==> src/rtl/snoop_comb_pkg.sv <==
package snoop_comb_pkg;
  typedef struct packed {
    logic shared;
    logic dirty;
  } snoop_sum_t;
endpackage

==> src/rtl/snoop_slot.sv <==
// Per-snooper answer latch: captures hit/modified with the done strobe.
module snoop_slot (
  input  logic clk,
  input  logic rst,
  input  logic clear,
  input  logic capture_en,
  input  logic done_i,
  input  logic hit_i,
  input  logic mod_i,
  output logic seen_o,
  output logic hit_seen_o,
  output logic mod_seen_o
);
  logic done_q, hit_q, mod_q;
  logic take;

  assign take       = capture_en & done_i & ~done_q;
  assign seen_o     = done_q | take;
  assign hit_seen_o = hit_q | (take & hit_i);
  assign mod_seen_o = mod_q | (take & mod_i);

  always_ff @(posedge clk) begin
    if (rst || clear) begin
      done_q <= 1'b0;
      hit_q  <= 1'b0;
      mod_q  <= 1'b0;
    end else if (take) begin
      done_q <= 1'b1;
      hit_q  <= hit_i;
      mod_q  <= mod_i;
    end
  end
endmodule

==> src/rtl/snoop_reduce.sv <==
// Explicit OR/AND reduction standing in for the wired-OR bus lines.
module snoop_reduce
  import snoop_comb_pkg::*;
#(
  parameter int N_CACHES = 4
) (
  input  logic [N_CACHES-1:0] seen_i,
  input  logic [N_CACHES-1:0] hit_i,
  input  logic [N_CACHES-1:0] mod_i,
  output logic                all_seen_o,
  output snoop_sum_t          sum_o
);
  assign all_seen_o   = &seen_i;
  assign sum_o.shared = |hit_i;
  assign sum_o.dirty  = |mod_i;
endmodule

==> src/rtl/snoop_timer.sv <==
// Counts cycles since the address phase; expire pulses on the LIMIT-th edge.
module snoop_timer #(
  parameter int LIMIT = 12
) (
  input  logic clk,
  input  logic rst,
  input  logic clear,
  input  logic run,
  output logic expire
);
  localparam int CW = $clog2(LIMIT + 1);
  localparam logic [CW-1:0] LAST = CW'(LIMIT - 1);
  localparam logic [CW-1:0] TOP  = CW'(LIMIT);

  logic [CW-1:0] cnt_q;

  assign expire = run && (cnt_q == LAST);

  always_ff @(posedge clk) begin
    if (rst || clear) cnt_q <= '0;
    else if (run && cnt_q != TOP) cnt_q <= cnt_q + 1'b1;
  end
endmodule

==> src/rtl/snoop_combiner.sv <==
module snoop_combiner
  import snoop_comb_pkg::*;
#(
  parameter int N_CACHES = 4,
  parameter int TIMEOUT  = 12
) (
  input  logic                clk,
  input  logic                rst,
  input  logic                addr_phase,
  input  logic                rd_miss,
  input  logic                txn_end,
  input  logic [N_CACHES-1:0] snp_done,
  input  logic [N_CACHES-1:0] snp_hit,
  input  logic [N_CACHES-1:0] snp_mod,
  output logic                res_valid,
  output logic                res_shared,
  output logic                res_dirty,
  output logic                mem_respond,
  output logic                fill_excl,
  output logic                snoop_timeout
);
  logic active_q, valid_q, shared_q, dirty_q, rdmiss_q, mem_q, excl_q, tmo_q;
  logic clear, capture_en, all_seen, expire;
  logic [N_CACHES-1:0] seen, hit_seen, mod_seen;
  snoop_sum_t sum;

  assign clear      = addr_phase | txn_end;
  assign capture_en = active_q & ~valid_q;

  for (genvar i = 0; i < N_CACHES; i++) begin : g_slot
    snoop_slot u_slot (
      .clk        (clk),
      .rst        (rst),
      .clear      (clear),
      .capture_en (capture_en),
      .done_i     (snp_done[i]),
      .hit_i      (snp_hit[i]),
      .mod_i      (snp_mod[i]),
      .seen_o     (seen[i]),
      .hit_seen_o (hit_seen[i]),
      .mod_seen_o (mod_seen[i])
    );
  end

  snoop_reduce #(.N_CACHES(N_CACHES)) u_reduce (
    .seen_i     (seen),
    .hit_i      (hit_seen),
    .mod_i      (mod_seen),
    .all_seen_o (all_seen),
    .sum_o      (sum)
  );

  snoop_timer #(.LIMIT(TIMEOUT)) u_timer (
    .clk    (clk),
    .rst    (rst),
    .clear  (clear),
    .run    (capture_en & ~tmo_q),
    .expire (expire)
  );

  always_ff @(posedge clk) begin
    if (rst) begin
      active_q <= 1'b0; valid_q <= 1'b0; shared_q <= 1'b0; dirty_q <= 1'b0;
      rdmiss_q <= 1'b0; mem_q   <= 1'b0; excl_q   <= 1'b0; tmo_q   <= 1'b0;
    end else if (addr_phase) begin
      active_q <= 1'b1; valid_q <= 1'b0; shared_q <= 1'b0; dirty_q <= 1'b0;
      rdmiss_q <= rd_miss; mem_q <= 1'b0; excl_q  <= 1'b0; tmo_q   <= 1'b0;
    end else if (txn_end) begin
      active_q <= 1'b0; valid_q <= 1'b0; shared_q <= 1'b0; dirty_q <= 1'b0;
      rdmiss_q <= 1'b0; mem_q   <= 1'b0; excl_q   <= 1'b0; tmo_q   <= 1'b0;
    end else if (capture_en) begin
      if (all_seen) begin
        valid_q  <= 1'b1;
        shared_q <= sum.shared;
        dirty_q  <= sum.dirty;
        mem_q    <= ~sum.dirty;
        excl_q   <= rdmiss_q & ~sum.shared;
      end else if (expire) begin
        tmo_q <= 1'b1;
      end
    end
  end

  assign res_valid     = valid_q;
  assign res_shared    = shared_q;
  assign res_dirty     = dirty_q;
  assign mem_respond   = mem_q;
  assign fill_excl     = excl_q;
  assign snoop_timeout = tmo_q;
endmodule

==> config.mk <==
export PLATFORM = sky130hd
export DESIGN_NAME = snoop_combiner
export DESIGN_NICKNAME = d
export VERILOG_FILES = /design/src/rtl/snoop_comb_pkg.sv /design/src/rtl/snoop_slot.sv /design/src/rtl/snoop_reduce.sv /design/src/rtl/snoop_timer.sv /design/src/rtl/snoop_combiner.sv
export SDC_FILE = /design/constraint.sdc
export NUM_CORES = 1
export LEC_CHECK = 0
export CAP_MARGIN = 30
export CORE_AREA = 3 3 73 75
export CTS_BUF_LIST = sky130_fd_sc_hd__clkbuf_4 sky130_fd_sc_hd__clkbuf_8
export DETAILED_ROUTE_END_ITERATION = 8
export DIE_AREA = 0 0 76 78
export PLACE_DENSITY = 0.49
export SLEW_MARGIN = 5
export SYNTH_ARGS = -nofsm -noshare
export SYNTH_HDL_FRONTEND = slang
export SYNTH_SLANG_ARGS = --single-unit
==> constraint.sdc <==
create_clock -name clk -period 1.9 [get_ports clk]
set_input_delay 0.475 -clock clk [delete_from_list [all_inputs] [get_ports clk]]
set_output_delay 0.475 -clock clk [all_outputs]
set_load 0.02 [all_outputs]
==> summary.txt <==
Setup path
  • Crit end category: output pin
  • Critical path type: reg2out
  • Delay-heaviest family, CP: buffers and inverters
  • WP buf/inv: 1
  • CP max-delay cell: clkdlybuf4s50_1
  • Slowest Stage Delay on Critical Path: 620 ps
  • CP required: 1420 ps
  • Reg2reg path depth: 4
  • Crit-path cells: clkdlybuf4s50_1
  • Critical path origin: snoop_timeout
  • Reg-to-reg slack, setup: 470 ps
  • RR Startpoint: g_slot[3].u_slot.hit_q
  • FF-to-FF End: res_shared
  • WP data arrival: 1270 ps
  • CP Launch Type: flop
  • CP Max Fanout: 3

Floorplanning
  • Core area: about 4700 um^2
  • Initial Util: 0.2313
  • Die area: 5928 um^2
  • Ports: 23
  • Row count: 25
  • Die X: 76 um
  • Die Y: 78 um

Clock tree
  • CTS Buf Count: 3
  • Root Driver: clkbuf_8
  • Num Clock Sinks: 24
  • Depth of the CTS H-tree: 1
  • Worst skew pair latency: ~260 ps
  • Cts hold-fix bufs: 0
  • Clk slew on worst S/H paths: ~80 ps
  • CTS tree: built
  • Clk buf depth: 2

Final layout
  • Share of cells above drive strength 1: 0.1486
  • Final nets: 168
  • Layout area overhead: 37.23%
  • N_diodes: 0
  • # fillers: 490

Synth
  • Prevailing post-synth register cell: dfxtp_1
  • Cell with the most instances after synthesis: dfxtp_1
  • Yosys top cell by area: dfxtp_1
  • Post-Synthesis Cells: 116
  • Unique masters post-synth: 39
  • Synth warn: 0
  • Synthesized cell area: roughly 1100 um^2
  • Asr flop ratio synth: 0
  • EDFF count, synth: 0
  • Syn nets: 135
  • FF+latch count, synth: 24
  • Register area share after synthesis: 0.4399
  • Top-area cell type share of the netlist area: 0.4399
  • Synth Area per Inst: approximately 9.4 um^2
  • Synth top area cells: dfxtp_1, nor2_1, mux2i_1
  • Synth top cells by count: dfxtp_1, nor2_1, a21oi_1

STA
  • Worst Setup Slack, final: 158.8 ps
  • Slew margin rel.: 0.8136
  • Final setup vio count: 0
  • Final Cycle Share: 0.9164
  • Worst-margin pin slew: 279.3 ps
  • RSZ-0062 raised after global routing: false
  • Crit path time final: between 1500 and 2000 ps
  • Max frequency: 574.3 MHz
  • Setup_tns: 0 ps
  • WHS: 460.3 ps
  • Final hold vios: 0
  • Final Slew Violations: 0
  • Worst Skew: around 6.7 ps

Power and ir drop
  • P_leak: 0.5661 nW
  • Pwr Density: 643.9 nW/um^2
  • Post-route total power: 0.9652 mW
  • Peak supply drop: 0.2329 mV

GRT
  • GRT Total Usage: 0.08769
  • Initial antenna violation count: 0
  • Largest net degree at the start of global routing: 14
  • Vias in the first global route: a little over 900
  • Grt total ovfl: 0
  • First-pass GRT wire length: 4209 um

Job
  • Max-cap viol count: 0

Placement
  • RD Place Congestion: ~0.8
  • Post-DP HPWL: between 2000 and 2500 um
  • IO Port Bufs: 22
  • Placement Setup Slack: roughly 36 ps

Routing
  • First DRT Iteration DRCs: 55
  • WL final: 2511 um
  • TritonRoute pass-1 iters: 4
  • Vias/cell: 4.321
  • DRC viols: 0
  • Post-route ant nets: 0
  • Wire per inst: 11.68 um
  • Routed via count: 929

Worst hold path
  • Hold path cells: 2
  • Hold Crit Endpoint: fill_excl
  • Worst hold path class: reg2reg
  • Worst hold path startpoint: rdmiss_q

Status
  • Status: finished clean
-- placed cells by master, fill, tap and decap left out, drive strengths merged, types with 2 or more instances in the layout --
| master | n |
|---|---|
| clkdlybuf4s50 | 21 |
| a21oi | 9 |
| xor2 | 2 |
| buf | 8 |
| o21ai | 2 |
| nand3 | 4 |
| nor3b | 3 |
| a31oi | 2 |
| ha | 2 |
| nand2b | 3 |
| nor2 | 21 |
| nand2 | 4 |
| inv | 5 |
| nor3 | 2 |
| or4 | 2 |
| and4bb | 2 |
| nor4 | 3 |
| clkbuf | 4 |
| o2111ai | 2 |
| dfxtp | 24 |
| mux2i | 7 |
| o211a | 2 |
-- state kept, by name, summed over array words and instances, names as in the netlist, 4 cells and up --
name	flops
u_timer.cnt_q	4
g_slot.u_slot.done_q	4
g_slot.u_slot.mod_q	4
g_slot.u_slot.hit_q	4
-- cell type report --
class	instances	area, um^2	share of cell area
Timing Repair Buffer	30	282.8	0.1886
Tap cell	67	83.83	0.05593
Multi-Input combinational cell	85	578.1	0.3856
Sequential cell	24	480.5	0.3205
Clock buffer	4	55.05	0.03673
Inverter	5	18.77	0.01252
-- metrics by stage --
stage	instances	util	instance area [um^2]
2_1_floorplan	116	-	1092
3_3_place_gp	211	0.3052	1441
3_5_place_dp	211	0.3052	1441
4_1_cts	215	0.3168	1496
5_1_grt	215	0.3174	1499
6_report	215	0.3174	1499
-- what timing repair did --
item	4_1_cts	5_1_grt
setup buffers	0	0
setup endpoints to repair	0	1
endpoints found under the hold margin	0	0
gates resized for setup	0	1
-- how the worst max path moves through the flow --
stage / to / slack, ps / cells after the start
floorplan: res_dirty / 520 / 4
global placement: mem_respond / 50 / 6
detailed placement: res_dirty / 40 / 5
CTS: res_valid / 20 / 1
global route: snoop_timeout / 90 / 1
finish: snoop_timeout / 160 / 1
-- report_power, final --
part	total, mW	switching (mW)	internal [mW]
Combinational	0.115	0.0508	0.0638
Clock	0.337	0.152	0.185
Sequential	0.514	0.00573	0.508
-- layer usage --
layer	wire length [um]	up-vias	global-route usage
met5	0	-	0
met3	80	2	0.02088
met1	1108	432	0.09866
met4	14	0	0.03261
li1	-	480	-
met2	1307	15	0.1605
-- logic make-up after synthesis --
family / count (synthesis) / synth area share
AND/OR/NAND/NOR: 52 / 0.2898
multiplexers: 7 / 0.06415
buffers and inverters: 7 / 0.03093
XOR/XNOR: 3 / 0.02406
flip-flops: 24 / 0.4399
AO/OA/AOI/OAI: 21 / 0.1283
adder cells (fa/ha/maj): 2 / 0.02291
No activity file was read; power rests on OpenSTA's default activity.
